$ cat src/rtl/hall_td_pkg.sv
package hall_td_pkg;

    localparam int NUM_STAGES = 6;
    localparam int IDX_W      = 3;

    typedef logic [2:0]       hall_code_t;
    typedef logic [IDX_W-1:0] stage_idx_t;

    typedef enum logic [1:0] {
        STEP_NONE,
        STEP_FWD,
        STEP_REV,
        STEP_BAD
    } step_kind_e;

    typedef struct packed {
        logic       valid;
        stage_idx_t idx;
    } stage_t;

    // Forward order of codes {U,V,W}: 101,100,110,010,011,001
    function automatic stage_t code_to_stage(hall_code_t code);
        stage_t s;
        s.valid = 1'b1;
        case (code)
            3'b101:  s.idx = 3'd0;
            3'b100:  s.idx = 3'd1;
            3'b110:  s.idx = 3'd2;
            3'b010:  s.idx = 3'd3;
            3'b011:  s.idx = 3'd4;
            3'b001:  s.idx = 3'd5;
            default: begin
                s.valid = 1'b0;
                s.idx   = 3'd0;
            end
        endcase
        return s;
    endfunction

    function automatic stage_idx_t stage_after(stage_idx_t i);
        return (i == stage_idx_t'(NUM_STAGES - 1)) ? '0 : i + 1'b1;
    endfunction

    function automatic stage_idx_t stage_before(stage_idx_t i);
        return (i == '0) ? stage_idx_t'(NUM_STAGES - 1) : i - 1'b1;
    endfunction

endpackage

$ cat src/rtl/hall_stage_decode.sv
module hall_stage_decode
    import hall_td_pkg::*;
(
    input  hall_code_t code_i,
    output stage_t     stage_o
);

    always_comb begin
        stage_o = code_to_stage(code_i);
    end

endmodule

$ cat src/rtl/hall_step_classify.sv
module hall_step_classify
    import hall_td_pkg::*;
(
    input  logic       clk,
    input  logic       rst,
    input  stage_t     cur_i,
    output step_kind_e kind_o,
    output logic       acquire_o
);

    stage_idx_t ref_q;
    logic       ref_valid_q;

    always_comb begin
        acquire_o = 1'b0;
        kind_o    = STEP_NONE;
        if (!cur_i.valid) begin
            kind_o = STEP_BAD;
        end else if (!ref_valid_q) begin
            acquire_o = 1'b1;
        end else if (cur_i.idx == ref_q) begin
            kind_o = STEP_NONE;
        end else if (cur_i.idx == stage_after(ref_q)) begin
            kind_o = STEP_FWD;
        end else if (cur_i.idx == stage_before(ref_q)) begin
            kind_o = STEP_REV;
        end else begin
            kind_o = STEP_BAD;
        end
    end

    always_ff @(posedge clk) begin
        if (rst) begin
            ref_q       <= '0;
            ref_valid_q <= 1'b0;
        end else if (cur_i.valid) begin
            ref_q       <= cur_i.idx;
            ref_valid_q <= 1'b1;
        end
    end


    bad_code_keeps_ref_chk: assert property (@(posedge clk) disable iff (rst)
        (!cur_i.valid) |=> $stable(ref_q));

endmodule

$ cat src/rtl/hall_step_counter.sv
module hall_step_counter #(
    parameter int CNT_W = 16
) (
    input  logic             clk,
    input  logic             rst,
    input  logic             clr_i,
    input  logic             inc_i,
    output logic [CNT_W-1:0] cnt_o
);

    typedef logic [CNT_W-1:0] cnt_t;
    cnt_t cnt_q;

    always_ff @(posedge clk) begin
        if (rst || clr_i) begin
            cnt_q <= '0;
        end else if (inc_i) begin
            cnt_q <= cnt_q + 1'b1;
        end
    end

    assign cnt_o = cnt_q;


    cnt_advance_chk: assert property (@(posedge clk) disable iff (rst)
        (inc_i && !clr_i) |=> (cnt_q == cnt_t'($past(cnt_q) + 1'b1)));


    cnt_clear_chk: assert property (@(posedge clk) disable iff (rst)
        clr_i |=> (cnt_q == '0));


    cnt_hold_chk: assert property (@(posedge clk) disable iff (rst)
        (!inc_i && !clr_i) |=> $stable(cnt_q));

endmodule

$ cat src/rtl/hall_tach_dir.sv
module hall_tach_dir
    import hall_td_pkg::*;
#(
    parameter int CNT_W = 16
) (
    input  logic             clk,
    input  logic             rst,
    input  logic [2:0]       hall_i,
    input  logic             cnt_clr_i,
    output logic             tach_o,
    output logic             dir_o,
    output logic             err_o,
    output logic [CNT_W-1:0] step_cnt_o
);

    stage_t     cur_stage;
    step_kind_e kind;
    logic       acquire;
    logic       step_ok;
    logic       tach_q, dir_q, err_q;

    hall_stage_decode u_decode (
        .code_i  (hall_i),
        .stage_o (cur_stage)
    );

    hall_step_classify u_classify (
        .clk       (clk),
        .rst       (rst),
        .cur_i     (cur_stage),
        .kind_o    (kind),
        .acquire_o (acquire)
    );

    assign step_ok = (kind == STEP_FWD) || (kind == STEP_REV);

    hall_step_counter #(.CNT_W(CNT_W)) u_counter (
        .clk   (clk),
        .rst   (rst),
        .clr_i (cnt_clr_i),
        .inc_i (step_ok),
        .cnt_o (step_cnt_o)
    );

    always_ff @(posedge clk) begin
        if (rst) begin
            tach_q <= 1'b0;
            dir_q  <= 1'b0;
            err_q  <= 1'b0;
        end else begin
            if (acquire) begin
                tach_q <= ^hall_i;
            end
            case (kind)
                STEP_FWD: begin
                    tach_q <= ~tach_q;
                    dir_q  <= 1'b0;
                end
                STEP_REV: begin
                    tach_q <= ~tach_q;
                    dir_q  <= 1'b1;
                end
                STEP_BAD: err_q <= 1'b1;
                default:  ;
            endcase
        end
    end

    assign tach_o = tach_q;
    assign dir_o  = dir_q;
    assign err_o  = err_q;


    tach_toggle_chk: assert property (@(posedge clk) disable iff (rst)
        step_ok |=> (tach_o != $past(tach_o)));


    illegal_code_err_chk: assert property (@(posedge clk) disable iff (rst)
        ((hall_i == 3'b000) || (hall_i == 3'b111)) |=> (err_o && $stable(tach_o) && $stable(dir_o)));


    rejected_step_hold_chk: assert property (@(posedge clk) disable iff (rst)
        (kind == STEP_BAD) |=> (err_o && $stable(tach_o) && $stable(dir_o)));


    err_sticky_chk: assert property (@(posedge clk) disable iff (rst)
        err_o |=> err_o);


    fwd_dir_chk: assert property (@(posedge clk) disable iff (rst)
        (kind == STEP_FWD) |=> !dir_o);


    rev_dir_chk: assert property (@(posedge clk) disable iff (rst)
        (kind == STEP_REV) |=> dir_o);

endmodule

$ cat config.mk
export PLATFORM = sky130hd
export DESIGN_NAME = hall_tach_dir
export DESIGN_NICKNAME = d
export VERILOG_FILES = /design/src/rtl/hall_td_pkg.sv /design/src/rtl/hall_stage_decode.sv /design/src/rtl/hall_step_classify.sv /design/src/rtl/hall_step_counter.sv /design/src/rtl/hall_tach_dir.sv
export SDC_FILE = /design/constraint.sdc
export NUM_CORES = 1
export LEC_CHECK = 0
export BUFFER_PORTS_ARGS = -buffer_cell sky130_fd_sc_hd__buf_2
export CORE_UTILIZATION = 34
export CTS_BUF_LIST = sky130_fd_sc_hd__clkbuf_4
export DETAILED_ROUTE_END_ITERATION = 16
export GPL_TIMING_DRIVEN = 1
export SYNTH_ARGS = -nofsm -noshare
export SYNTH_HDL_FRONTEND = slang
export SYNTH_HIERARCHICAL = 1
export SYNTH_SLANG_ARGS = --single-unit
export TNS_END_PERCENT = 50
$ cat constraint.sdc
create_clock -name clk -period 3.3 [get_ports clk]
set_input_delay 0.165 -clock clk [delete_from_list [all_inputs] [get_ports clk]]
set_output_delay 0.165 -clock clk [all_outputs]
set_load 0.01 [all_outputs]
==> results.sh, run 1 <==
export IMPL_cts_setup_buffers=0
export IMPL_drtAntennaViolNets=0
export IMPL_cts_tree="done"
export IMPL_grt_max_degree=17
export IMPL_cap_violations=0
export IMPL_yosysSeqAreaShare_pct=35.6
export IMPL_mostFrequentLayoutCells="26 x nor2_1, 24 x buf_2, 23 x dfxtp_1"
export IMPL_critPathCaptureType="register"
export IMPL_via_per_inst=5.02
export IMPL_hp_class="input pin to register"
export IMPL_cp_max_fo=6
export IMPL_dpl_hpwl_um=1970
export IMPL_postLayoutCoreUtil_pct=40.6
export IMPL_cts_root_buf="clkbuf_4"
export IMPL_port_buffers=24
export IMPL_cts_sinks=23
export IMPL_p_int_uw=394
export IMPL_rsz0062_at_grt="false"
export IMPL_crit_path_start_kind="input pin"
export IMPL_io_pins=25
export IMPL_synth_fa_ha_area_share_pct=2.90
export IMPL_p_per_area_nw_per_um2=364
export IMPL_final_common_cell="nor2_1"
export IMPL_crit_type="input pin to register"
export IMPL_setup_tns_ps=0
export IMPL_hold_viol=0
export IMPL_layout_drive_gt1_share_pct=24.3
export IMPL_cts_buffers_inserted=3
export IMPL_clk_latency_ps=310
export IMPL_combPwrFrac_pct=19.6
export IMPL_wirelength_um=2620
export IMPL_nets=183
export IMPL_n_antenna_cell=0
export IMPL_synth_top_family_by_area="simple AND/OR/NAND/NOR gates"
export IMPL_yosysUniqueCellTypes=43
export IMPL_synth_mux_area_share_pct=4.64
export IMPL_fill_cells=367
export IMPL_first_pass_iters=4
export IMPL_place_congestion=0.800
export IMPL_fmax_ghz=0.357
export IMPL_ctsResizeCount=0
export IMPL_pwr_share_seq_pct=55.3
export IMPL_period_share_pct=85.0
export IMPL_drc_errors=0
export IMPL_dp_cells=217
export IMPL_max_vdd_ir_drop_mv=0.228
export IMPL_grt_overflow_total=0
export IMPL_status="complete, no violations"
export IMPL_clk_pin_slew_worst_paths_ps=120
export IMPL_pwr_share_clk_pct=25.1
export IMPL_grt_pass1_wl_um=4490
export IMPL_async_reset_ff_share_pct=0
export IMPL_synthTopCellsByArea="dfxtp_1 36%, nor2_1 7.5%, xor2_1 6.1%, mux2i_1 4.6%, ha_1 2.9%"
export IMPL_synth_compound_area_share_pct=9.48
export IMPL_netlist_instances=147
export IMPL_yosysTopAreaCell="dfxtp_1"
export IMPL_min_period_ps=2800
export IMPL_syn_nets=156
export IMPL_final_cells=221
export IMPL_max_slew_margin_rel_pct=64.2
export IMPL_tightestPinTransition_ps=536
export IMPL_setup_viol=0
export IMPL_start_util_pct=35.3
export IMPL_synth_edff_count=0
export IMPL_required_ps=3540
export IMPL_switching_share_pct=27.0
export IMPL_die_y_um=63.7
export IMPL_grt_usage_pct=13.9
export IMPL_num_vias=1109
export IMPL_finalMaxSlewViolations=0
export IMPL_wire_per_inst_um=11.9
export IMPL_ys_flop_type="dfxtp_1"
export IMPL_area_delta_synth_final_pct=14.8
export IMPL_synth_xor_area_share_pct=9.96
export IMPL_power_switching_uw=146
export IMPL_drtIter0Drc=18
export IMPL_ys_ff_latch=23
export IMPL_fin_ws_ps=496
export IMPL_pre_cts_ws_ps=176
export IMPL_dieArea_um2=4060
export IMPL_synth_area_per_cell_um2=8.80
export IMPL_netlist_area_leader_share_pct=35.6
export IMPL_die_width_um=63.7
export IMPL_synth_area_um2=1290
export IMPL_fin_skew_ps=3.59
export IMPL_cts_buffer_depth=2
export IMPL_std_cell_rows=22
export IMPL_yosys_area_share_simple_pct=32.2
export IMPL_arrival_ps=3050
export IMPL_core_area_um2=3660
export IMPL_grt_pass1_vias=1035
export IMPL_htreeDepth=1
export IMPL_ys_warn_count=6
export IMPL_leakagePower_nw=0.645
export IMPL_hold_buffers=0
export IMPL_antenna_found_initial=0
[per-stage QoR]
stage	power, mW	area [µm²]	hold slack (ps)
global route	0.573	1490	158
finish	0.540	1490	144
floorplan	0.381	1290	231
global placement	0.409	1460	461
CTS	0.550	1490	133
detailed placement	0.412	1460	475
[worst max-delay path: stages]
cell	delay (ps)
buf_2	120
nor2b_2	150
o31a_1	330
or2b_2	340
nand4_1	100
a31oi_1	80
o31ai_1	330
inv_1	80
ha_1	320
inv_1	70
and4_1	290
nand3_4	110
or4_1	480
o21ai_0	80
[cells by family after synthesis]
group                    after synthesis
flip-flops                            23
buffers and inverters                 11
multiplexers                           6
XOR/XNOR                              13
AND/OR/NAND/NOR                       73
AO/OA/AOI/OAI                         18
adder cells (fa/ha/maj)                3
[flip-flops by register name, indices dropped and copies added, names as in the netlist]
register                count
tach_o                      1
u_classify/ref_q            3
u_counter/cnt_o            16
err_o                       1
u_classify/ref_valid_q      1
dir_o                       1
[area by class of cell]
type                            instances  area [µm²]  share of cell area [%]
Timing Repair Buffer                   28         150                    10.1
Multi-Input combinational cell        113         766                    51.6
Inverter                                5        18.8                    1.26
Clock buffer                            4        30.0                    2.02
Sequential cell                        23         460                    31.0
Tap cell                               48        60.1                    4.04
[cells in the mapped netlist, types with 2 or more instances]
library cell and instances:
a31o_2 2, buf_6 3, xnor2_1 3, nand2_1 9
o21ai_0 5, mux2i_1 6, or3_1 2, and3_1 3
nand2b_1 2, nand3_1 4, nand3b_1 2, nand4_1 6
dfxtp_1 23, nor3_1 2, ha_1 3, and4_1 2
xor2_1 9, nor2_1 26, clkbuf_1 2, inv_1 5
a21oi_1 5, nor2b_1 2
[layer usage]
| metal | vias up | share of wire (%) | global-route usage (%) | routed length (µm) |
|---|---|---|---|---|
| met2 | 15 | 49 | 25.0 | 1290 |
| met4 | 0 | 1.3 | 5.97 | 34 |
| met1 | 521 | 46 | 15.9 | 1220 |
| met5 | - | 0 | 0 | 0 |
| li1 | 569 | - | - | - |
| met3 | 4 | 3.2 | 2.54 | 85 |
[power groups by stage]
stage	clock network [mW]	registers [mW]	logic, mW
2_1_floorplan	0	0.306	0.0750
3_3_place_gp	0	0.304	0.105
3_5_place_dp	0	0.305	0.107
4_1_cts	0.144	0.299	0.107
5_1_grt	0.155	0.300	0.118
6_report	0.135	0.298	0.106
[worst paths after layout]
path / startpoint / slack, ps / to / cells past startpoint
setup / recovery: hall_i[1] / 500 / u_counter/cnt_o[10]$_SDFFE_PP0P_ / 14
hold / removal: rst / 140 / tach_o$_SDFFE_PP0P_ / 2
setup reg to reg: u_classify/ref_q[2]$_SDFFE_PP0P_ / 570 / u_counter/cnt_o[10]$_SDFFE_PP0P_ / 11
hold reg to reg: tach_o$_SDFFE_PP0P_ / 480 / tach_o$_SDFFE_PP0P_ / 1
Note: power is estimated with default switching activity, not from simulation.
==> inputs of run 2 (changes only) <==
- ABC_AREA: unset -> 1
- clock period: 3.3 -> 2.4 ns (I/O delays scaled with it)
==> run 2 against run 1 <==
Compared with the run above: first-iteration DRC count rose to 2.9 times the previous value; combinational power increased by 75%; final area is 6.7% higher; wire length increased by 14%; clock skew grew 0.59 ps; global-route usage is 2.0 points higher; die area is 4.4% higher; total power rose by 47%; synthesized cell count grew 46%; area after synthesis increased by 4.5%; final cell count grew 33%; via count grew 24%; largest cell class unchanged; highest routed layer unchanged.
==> results.sh, run 2 <==
export IMPL_final_common_cell="nand2_1"
export IMPL_postLayoutCoreUtil_pct=42.3
export IMPL_worstHoldStart="rst"
export IMPL_setup_tns_ps=0
export IMPL_yosys_top_cells_count="56 x nand2_1, 36 x nor2_1, 28 x inv_1"
export IMPL_layout_drive_gt1_share_pct=21.2
export IMPL_hold_buffers=0
export IMPL_finalMaxSlewViolations=0
export IMPL_period_share_pct=88.7
export IMPL_dpl_hpwl_um=2290
export IMPL_grt_max_degree=14
export IMPL_yosysTopAreaCell="dfxtp_1"
export IMPL_dieArea_um2=4230
export IMPL_n_antenna_cell=0
export IMPL_cts_sinks=23
export IMPL_final_cells=293
export IMPL_total_power_uw=791
export IMPL_yosysUniqueCellTypes=25
export IMPL_first_pass_iters=4
export IMPL_yosysSeqAreaShare_pct=34.0
export IMPL_hp_class="input pin to register"
export IMPL_fmax_ghz=0.470
export IMPL_start_util_pct=36.1
export IMPL_p_per_area_nw_per_um2=500
export IMPL_cp_max_fo=6
export IMPL_area_delta_synth_final_pct=17.1
export IMPL_place_congestion=0.800
export IMPL_required_ps=2660
export IMPL_netlist_instances=215
export IMPL_critPathCaptureType="register"
export IMPL_syn_nets=224
export IMPL_htreeDepth=1
export IMPL_port_buffers=24
export IMPL_fin_ws_ps=270
export IMPL_max_slew_margin_rel_pct=82.2
export IMPL_tightestPinTransition_ps=266
export IMPL_cts_buffer_depth=2
export IMPL_wirelength_um=2990
export IMPL_antenna_found_initial=0
export IMPL_nets=255
export IMPL_setup_viol=0
export IMPL_std_cell_rows=22
export IMPL_num_vias=1373
export IMPL_pre_cts_ws_ps=74.3
export IMPL_synth_area_um2=1350
export IMPL_crit_path_start="u_classify/ref_q[1]$_SDFFE_PP0P_"
export IMPL_cts_tree="done"
export IMPL_cts_root_buf="clkbuf_4"
export IMPL_cap_violations=0
export IMPL_crit_path_start_kind="register"
export IMPL_synthTopCellsByArea="dfxtp_1 34%, nand2_1 16%, nor2_1 10%, inv_1 7.8%, nand3_1 6.7%"
export IMPL_postLayoutCellArea_um2=1580
export IMPL_largest_reg_flops=16
export IMPL_drtIter0Drc=53
export IMPL_drc_errors=0
export IMPL_crit_type="register to register"
export IMPL_wire_per_inst_um=10.2
export IMPL_grt_pass1_wl_um=5280
export IMPL_die_width_um=65.1
export IMPL_io_pins=25
export IMPL_netlist_area_leader_share_pct=34.0
export IMPL_synth_edff_count=0
export IMPL_worst_hold_slack_ps=65.7
export IMPL_max_vdd_ir_drop_mv=0.350
export IMPL_yosys_cell_count_top_type="nand2_1"
export IMPL_die_y_um=65.1
export IMPL_ys_warn_count=6
export IMPL_grt_overflow_total=0
export IMPL_fin_skew_ps=4.18
export IMPL_dp_cells=288
export IMPL_status="complete, no violations"
export IMPL_drtAntennaViolNets=0
export IMPL_cts_buffers_inserted=3
export IMPL_via_per_inst=4.69
export IMPL_leakagePower_nw=0.752
export IMPL_ys_flop_type="dfxtp_1"
export IMPL_clk_latency_ps=310
export IMPL_synth_area_per_cell_um2=6.29
export IMPL_grt_usage_pct=15.9
export IMPL_hold_viol=0
export IMPL_min_period_ps=2130
export IMPL_async_reset_ff_share_pct=0
export IMPL_ys_ff_latch=23
export IMPL_dpl_cell_area_um2=1540
export IMPL_mostFrequentLayoutCells="56 x nand2_1, 35 x nor2_1, 27 x inv_1"
export IMPL_core_area_um2=3740
export IMPL_rr_startpoint="u_classify/ref_q[1]$_SDFFE_PP0P_"
export IMPL_arrival_ps=2390
export IMPL_grt_pass1_vias=1174
export IMPL_clk_pin_slew_worst_paths_ps=140
==> run 2: kinds of logic (layout without fill, tap and decap cells) <==
group / Yosys count / after routing / synth area share (%)
simple gates: 126 / 126 / 40.8
flops: 23 / 23 / 34.0
compound gates: 26 / 26 / 10.8
xor+xnor: 2 / 2 / 1.30
fa+ha+maj: 3 / 3 / 2.78
buf+inv: 35 / 65 / 10.3
==> run 2: worst max-delay path: stages, from the launching register on <==
cell and delay (ps):
dfxtp_4 400, nor2_2 120, nand2_1 70, nand2_1 60, nand2_1 50, nand2_1 60
inv_1 40, nand2_1 60, nand2_1 40, nand2_1 70, inv_1 50, ha_1 330
inv_2 130, nand3_2 130, nor2_4 160, nand3_1 110, nand2_1 70, nand2_1 40
nor2_1 90
==> run 2: power breakdown <==
| group | leakage (nW) | internal [mW] | switching (mW) | total (mW) |
|---|---|---|---|---|
| Combinational | 0.546 | 0.0743 | 0.110 | 0.185 |
| Sequential | 0.188 | 0.401 | 0.0192 | 0.420 |
| Clock | 0.0177 | 0.0623 | 0.125 | 0.187 |
| Total | 0.752 | 0.537 | 0.254 | 0.791 |
==> run 2: final cells by class <==
cell class | count | area, µm²
clock buffers | 3 | 22.5
inverters | 33 | 124
well taps | 48 | 60.1
fillers | 423 | 2160
repair buffers | 28 | 150
flip-flops and latches | 23 | 467
clock inverters | 1 | 5.00
multi-input cells | 157 | 756
==> run 2: final timing paths <==
kind,to,slack [ps],cells after the start
setup / recovery,u_counter/cnt_o[14]$_SDFFE_PP0P_,270,18
hold reg to reg,dir_o$_SDFFE_PP0P_,480,2
setup reg to reg,u_counter/cnt_o[14]$_SDFFE_PP0P_,270,18
hold / removal,dir_o$_SDFFE_PP0P_,70,2
==> run 2: timing repair <==
action                                  CTS  global route
endpoints found under the setup margin    0            11
setup buffers                             0             1
resized for setup                         0             6
==> run 2: routing by layer <==
layer | part of all wire [%] | vias to the layer above | GRT usage [%]
li1 | - | 739 | -
met1 | 53 | 598 | 22.7
met2 | 41 | 34 | 23.7
met3 | 5.3 | 2 | 4.40
met4 | 0.70 | 0 | 3.26
met5 | 0 | - | 0
